[src/rtl/spi_sel_pkg.sv]
package spi_sel_pkg;
  localparam int unsigned FRAME_BITS_DEF = 8;
  localparam int unsigned SYNC_DEPTH_DEF = 2;

  typedef struct packed {
    logic rise;
    logic fall;
  } sclk_edge_t;
endpackage

[src/rtl/spi_sel_sync.sv]
module spi_sel_sync #(
  parameter int unsigned WIDTH = 3,
  parameter int unsigned DEPTH = 2,
  parameter logic [WIDTH-1:0] RST_VAL = '0
) (
  input  logic             clk,
  input  logic             rst_n,
  input  logic [WIDTH-1:0] d_i,
  output logic [WIDTH-1:0] q_o
);
  for (genvar g = 0; g < WIDTH; g++) begin : g_bit
    logic [DEPTH-1:0] chain;
    always_ff @(posedge clk or negedge rst_n) begin
      if (!rst_n) chain <= {DEPTH{RST_VAL[g]}};
      else        chain <= {chain[DEPTH-2:0], d_i[g]};
    end
    assign q_o[g] = chain[DEPTH-1];
  end
endmodule

[src/rtl/spi_sel_edge.sv]
module spi_sel_edge
  import spi_sel_pkg::*;
(
  input  logic       clk,
  input  logic       rst_n,
  input  logic       lvl_i,
  output sclk_edge_t edge_o
);
  logic prev_q;
  always_ff @(posedge clk or negedge rst_n) begin
    if (!rst_n) prev_q <= 1'b0;
    else        prev_q <= lvl_i;
  end
  assign edge_o.rise = lvl_i & ~prev_q;
  assign edge_o.fall = ~lvl_i & prev_q;
endmodule

[src/rtl/spi_sel_shift.sv]
module spi_sel_shift
  import spi_sel_pkg::*;
#(
  parameter int unsigned FRAME_BITS = FRAME_BITS_DEF
) (
  input  logic                  clk,
  input  logic                  rst_n,
  input  logic                  sel_i,
  input  logic                  sel_rise_i,
  input  sclk_edge_t            edge_i,
  input  logic                  phase_i,
  input  logic                  mosi_i,
  input  logic                  load_i,
  input  logic [FRAME_BITS-1:0] load_data_i,
  output logic                  dout_o,
  output logic                  busy_o,
  output logic                  rx_valid_o,
  output logic [FRAME_BITS-1:0] rx_data_o
);
  localparam int unsigned CW = $clog2(FRAME_BITS);
  localparam logic [CW-1:0] LAST = CW'(FRAME_BITS - 1);

  logic [FRAME_BITS-1:0] tx_sr, rx_sr;
  logic [CW-1:0]         bit_cnt;
  logic                  drive_e, samp_e;

  assign drive_e = sel_i & (phase_i ? edge_i.rise : edge_i.fall);
  assign samp_e  = sel_i & (phase_i ? edge_i.fall : edge_i.rise);

  always_ff @(posedge clk or negedge rst_n) begin
    if (!rst_n) begin
      tx_sr      <= '0;
      rx_sr      <= '0;
      bit_cnt    <= '0;
      dout_o     <= 1'b0;
      busy_o     <= 1'b0;
      rx_valid_o <= 1'b0;
      rx_data_o  <= '0;
    end else begin
      rx_valid_o <= 1'b0;
      if (sel_rise_i && !phase_i && !busy_o) dout_o <= tx_sr[FRAME_BITS-1];
      if (drive_e) begin
        if (phase_i && !busy_o) begin
          busy_o <= 1'b1;
          dout_o <= tx_sr[FRAME_BITS-1];
        end else if (busy_o) begin
          dout_o <= tx_sr[FRAME_BITS-2];
          tx_sr  <= {tx_sr[FRAME_BITS-2:0], 1'b0};
        end
      end
      if (samp_e && (busy_o || !phase_i)) begin
        rx_sr <= {rx_sr[FRAME_BITS-2:0], mosi_i};
        if (bit_cnt == LAST) begin
          bit_cnt    <= '0;
          busy_o     <= 1'b0;
          rx_valid_o <= 1'b1;
          rx_data_o  <= {rx_sr[FRAME_BITS-2:0], mosi_i};
        end else begin
          bit_cnt <= bit_cnt + 1'b1;
          busy_o  <= 1'b1;
        end
      end
      if (load_i) begin
        tx_sr <= load_data_i;
        if (phase_i || sel_i) dout_o <= load_data_i[FRAME_BITS-1];
      end
    end
  end

  a_r12_valid_pulse: assert property (@(posedge clk) disable iff (!rst_n)
    rx_valid_o |=> !rx_valid_o);
  a_r11_idle_at_byte: assert property (@(posedge clk) disable iff (!rst_n)
    rx_valid_o |-> !busy_o);
  a_r8_frozen: assert property (@(posedge clk) disable iff (!rst_n)
    !sel_i |=> ($stable(bit_cnt) && $stable(rx_sr)));
endmodule

[src/rtl/spi_sel_slave.sv]
module spi_sel_slave
  import spi_sel_pkg::*;
#(
  parameter int unsigned FRAME_BITS = FRAME_BITS_DEF,
  parameter int unsigned SYNC_DEPTH = SYNC_DEPTH_DEF
) (
  input  logic                  clk,
  input  logic                  rst_n,
  input  logic                  sclk_i,
  input  logic                  mosi_i,
  input  logic                  ssn_i,
  output logic                  miso_o,
  output logic                  miso_oe_o,
  input  logic                  sel_en_i,
  input  logic                  phase_i,
  input  logic                  cpol_i,
  input  logic                  tx_valid_i,
  output logic                  tx_ready_o,
  input  logic [FRAME_BITS-1:0] tx_data_i,
  output logic                  tx_full_o,
  output logic                  busy_o,
  output logic                  rx_valid_o,
  output logic [FRAME_BITS-1:0] rx_data_o
);
  localparam int unsigned NSYNC = 3;

  logic [NSYNC-1:0]      sync_q;
  logic                  sclk_s, ssn_s, mosi_s;
  logic                  sel, sel_q, load;
  logic [FRAME_BITS-1:0] hold_q;
  sclk_edge_t            sedge;

  spi_sel_sync #(.WIDTH(NSYNC), .DEPTH(SYNC_DEPTH), .RST_VAL(3'b010)) u_sync (
    .clk(clk), .rst_n(rst_n), .d_i({mosi_i, ssn_i, sclk_i}), .q_o(sync_q));
  assign {mosi_s, ssn_s, sclk_s} = sync_q;

  spi_sel_edge u_edge (
    .clk(clk), .rst_n(rst_n), .lvl_i(sclk_s ^ cpol_i), .edge_o(sedge));

  assign sel = sel_en_i ? ~ssn_s : 1'b1;

  always_ff @(posedge clk or negedge rst_n) begin
    if (!rst_n) sel_q <= 1'b0;
    else        sel_q <= sel;
  end

  assign tx_ready_o = ~tx_full_o;
  assign load       = tx_full_o & ~busy_o;

  always_ff @(posedge clk or negedge rst_n) begin
    if (!rst_n) begin
      tx_full_o <= 1'b0;
      hold_q    <= '0;
    end else if (tx_valid_i && tx_ready_o) begin
      tx_full_o <= 1'b1;
      hold_q    <= tx_data_i;
    end else if (load) begin
      tx_full_o <= 1'b0;
    end
  end

  spi_sel_shift #(.FRAME_BITS(FRAME_BITS)) u_shift (
    .clk(clk), .rst_n(rst_n), .sel_i(sel), .sel_rise_i(sel & ~sel_q),
    .edge_i(sedge), .phase_i(phase_i), .mosi_i(mosi_s), .load_i(load),
    .load_data_i(hold_q), .dout_o(miso_o), .busy_o(busy_o),
    .rx_valid_o(rx_valid_o), .rx_data_o(rx_data_o));

  assign miso_oe_o = sel;

  a_r1_full_on_write: assert property (@(posedge clk) disable iff (!rst_n)
    (tx_valid_i && tx_ready_o) |=> (tx_full_o && !tx_ready_o));
  a_r2_load_clears: assert property (@(posedge clk) disable iff (!rst_n)
    (tx_full_o && !busy_o) |=> !tx_full_o);
  a_r10_forced_sel: assert property (@(posedge clk) disable iff (!rst_n)
    !sel_en_i |-> miso_oe_o);
  a_r9_hiz: assert property (@(posedge clk) disable iff (!rst_n)
    (sel_en_i && ssn_s) |-> !miso_oe_o);
endmodule

[config.mk]
export PLATFORM = sky130hd
export DESIGN_NAME = spi_sel_slave
export DESIGN_NICKNAME = d
export VERILOG_FILES = /design/src/rtl/spi_sel_pkg.sv /design/src/rtl/spi_sel_sync.sv /design/src/rtl/spi_sel_edge.sv /design/src/rtl/spi_sel_shift.sv /design/src/rtl/spi_sel_slave.sv
export SDC_FILE = /design/constraint.sdc
export NUM_CORES = 1
export LEC_CHECK = 0
export ABC_CLOCK_PERIOD_IN_PS = 4250
export BUFFER_PORTS_ARGS = -buffer_cell sky130_fd_sc_hd__buf_2
export CORE_ASPECT_RATIO = 0.75
export CORE_MARGIN = 2
export CORE_UTILIZATION = 59
export DETAILED_ROUTE_END_ITERATION = 10
export PLACE_DENSITY = 0.91
export SLEW_MARGIN = 20
export SYNTH_ARGS = -nofsm -noshare
export SYNTH_HDL_FRONTEND = slang
export SYNTH_HIERARCHICAL = 1
export SYNTH_SLANG_ARGS = --single-unit
[constraint.sdc]
create_clock -name clk -period 4.25 [get_ports clk]
set_clock_uncertainty 0.15 [all_clocks]
set_input_delay 0 -clock clk [delete_from_list [all_inputs] [get_ports clk]]
set_output_delay 0 -clock clk [all_outputs]
set_load 0.03 [all_outputs]
==> impl_metrics.csv <==
group,metric,value,unit
floorplanning,ios,31,
grt,grt_first_pass_wirelength,6290,um
timing,setup_tns,0,ns
synth,ys_async_sr_fraction,100,%
critical_path,crit_chain,"xor2_1 > nor2b_1 > nor2b_2 > a31oi_2 > nand2b_1 > mux2_2",
floorplanning,die_w,71.2,um
clocking,insertion_delay,0.31,ns
clocking,clock-root-buffer,"clkbuf_8",
final_layout,seqCellArea,1150,sq um
timing,final-setup-viol-count,0,
power,power_density,675,nW/um^2
synth,synth_edf_count,0,
critical_path,rr_worst_depth,6,
synth,synth_top_area_cell,"dfrtp_1",
clocking,cts-resized-gates,0,
clocking,cts_sinks,46,
final_layout,antennaDiodeCount,0,
final_layout,syn_to_final_growth,18.9,%
critical_path,start_kind,"flip-flop",
final_layout,finalNetCount,203,
power,p_leak,0.00112,uW
final_layout,multi_input_area,779,sq um
floorplanning,rows,18,
route,num_vias,1259,
synth,synthDistinctLibCells,31,
floorplanning,core_area,3270,sq um
critical_path,crit_type,"flip-flop to flip-flop",
critical_path,r2r_slack,1.85,ns
clocking,cts_max_level,2,
timing,finalCriticalPeriod,2.40,ns
power,ir_worst_vdd,0.449,mV
synth,yosys.area.top_type_share,55.1,%
grt,grt_overflow,0,
synth,syn_inst,140,
synth,yosys-top-cells-count,"44 x dfrtp_1, 18 x mux2_4, 12 x nand2_1, 11 x mux2_2, 8 x o21ai_0",
timing,final-hold-violation-count,0,
power,finalPower,1600,uW
floorplanning,dieHeight,54.4,um
route,drt_iter0_markers,92,
synth,ys_seq_elements,46,
route,wl,3980,um
floorplanning,die_area,3870,sq um
critical_path,cp_max_fo,10,
grt,grt_max_degree,47,
grt,grt_usage,23.0,%
final_layout,drive_gt1_share,41.6,%
synth,yosysWarnings,6,
critical_path,slowest_delay,0.59,ns
power,p_seq_share,46.7,%
synth,yosysSeqAreaShare,57.8,%
critical_path,slowest_stage,"nand2b_1",
route,wire_per_inst,17.7,um
placement,hpwl,2460,um
timing,tightest_slew,1.06,ns
critical_path,arrival,2.45,ns
power,p_comb_share,35.7,%
clocking,cts_made_buffers,5,
power,p_switching,586,uW
grt,grt_pass1_vias,1316,
critical_path,crit_path_end_kind,"flip-flop",
route,first_pass_iters,4,
power,pwr-share-clk,17.6,%
synth,yosysMostFrequentCell,"dfrtp_1",
clocking,post_cts.repair.setup_buffers,0,
floorplanning,initial_core_util,61.1,%
synth,synth.avg_cell_area,14.3,sq um
synth,synth_fp_nets,159,
outcome,status,"complete, no violations",
hold_path,min_path_type,"primary input to flip-flop",
synth,ys.flop_type,"dfrtp_1",
timing,period_share,56.4,%
timing,slew_violations,0,
critical_path,setup.worst_path.start,"u_sync/g_bit[0].chain[1]",
synth,synth_area_leaders,"dfrtp_1 55%, mux2_4 14%, mux2_2 6.2%",
final_layout,fill_cells,216,
placement,portBuffers,30,
critical_path,r2r_end,"u_shift/rx_sr[1]",
route,ant_nets,0,
power,switching_share,36.6,%
route,drc_errors,0,
timing,fmax,0.417,GHz
clocking,cts_hold_buffers,14,
clocking,cts_max_path_buffers,2,
timing,rsz0062_at_grt,"false",
route,post_drt_via_cell_ratio,5.60,
critical_path,worstReg2RegStart,"u_sync/g_bit[0].chain[1]",
timing,slew_headroom,29.2,%
power,p_int,1020,uW
critical_path,worstSetupEndpoint,"u_shift/rx_sr[1]",
grt,antenna_found_initial,0,
clocking,clkTransAtPathRegs,0.09,ns
clocking,cts_tree,"done",
synth,synthesis.area,2000,sq um
placement,gp_congestion,0.807,
critical_path,cp_data_required_time,4.30,ns
run,drv_cap,0,
[placed cells by master (no fill, tap or decap), types with 4 or more instances in the layout]
| cell | netlist | layout |
|---|---|---|
| mux2_2 | 11 | 11 |
| mux2i_1 | 6 | 6 |
| o21ai_0 | 8 | 8 |
| clkbuf_8 | 0 | 5 |
| dfrtp_1 | 44 | 44 |
| nand2_1 | 12 | 12 |
| mux2_4 | 18 | 18 |
| buf_2 | 0 | 29 |
| nor2_1 | 4 | 4 |
| a21oi_1 | 5 | 5 |
| dlygate4sd3_1 | 0 | 14 |
[worst min path at each step]
stage	start	to	slack (ns)	cells past startpoint
after CTS	phase_i	u_shift/busy_o	0.04	3
after detailed placement	mosi_i	u_sync/g_bit[2].chain[0]	-0.04	1
after global placement	ssn_i	u_sync/g_bit[1].chain[0]	-0.04	1
after global routing	phase_i	u_shift/busy_o	0.08	3
final	phase_i	u_shift/busy_o	0.06	3
after floorplan	rst_n	hold_q[0]	-0.45	0
[critical path, delay by kind of cell, from the launching register on]
kind            cells  cell delay (ns)
simple gates        3             0.95
mux                 1             0.42
flops               1             0.38
compound gates      1             0.24
xor+xnor            1             0.16
[state kept, by name (all words and copies together) (netlist names)]
signal	flops
u_shift/tx_sr	8
u_shift/rx_data_o	8
u_sync/g_bit.chain	6
sel_q	1
u_shift/bit_cnt	3
hold_q	8
u_edge/prev_q	1
u_shift/busy_o	1
tx_full_o	1
u_shift/rx_valid_o	1
u_shift/dout_o	1
u_shift/rx_sr	7
[area by class of cell]
cell class | count | share of cell area, %
clock buffer | 5 | 2.90
clock inverter | 3 | 1.05
sequential | 46 | 48.6
multi-input combinational | 86 | 32.8
tap | 40 | 2.11
inverter | 1 | 0.158
timing repair buffer | 44 | 12.3
[through the flow]
step,util [%],cell area (sq um),instances,setup WS [ns],hold slack (ns)
finish,72.7,2370,225,1.85,0.0615
detailed placement,65.4,2140,203,1.90,-0.0399
global route,72.7,2370,225,1.75,0.0771
CTS,72.6,2370,225,1.86,0.0371
global placement,65.4,2140,203,2.04,-0.0414
floorplan,-,2000,140,2.07,-0.446
[power groups by stage]
| stage | Clock [uW] | Sequential, uW | Combinational (uW) |
|---|---|---|---|
| 3_3_place_gp | 0 | 723 | 521 |
| 5_1_grt | 309 | 762 | 615 |
| 2_1_floorplan | 0 | 791 | 351 |
| 3_5_place_dp | 0 | 740 | 556 |
| 6_report | 281 | 748 | 573 |
| 4_1_cts | 285 | 743 | 573 |
[cell families (layout without fill, tap and decap cells)]
group                      after synthesis  after routing  share of synthesized area [%]
buffers and inverters                    8             53                           3.19
and+or+nand+nor                         28             28                           7.77
AOI/OAI and AO/OA                       20             20                           6.83
DFF                                     46             46                           57.8
xor gates and xnor gates                 1              1                          0.439
adders and majority gates                2              2                           1.25
muxes                                   35             35                           22.7
[layer usage]
layer  vias up  track usage, %  wire length [um]
met5         -               0                 0
met4         0            13.2               123
met3        16            5.89               174
met2        50            37.8              2000
met1       621            28.5              1690
li1        572               -                 -
Note: power is estimated with default switching activity, not from simulation.
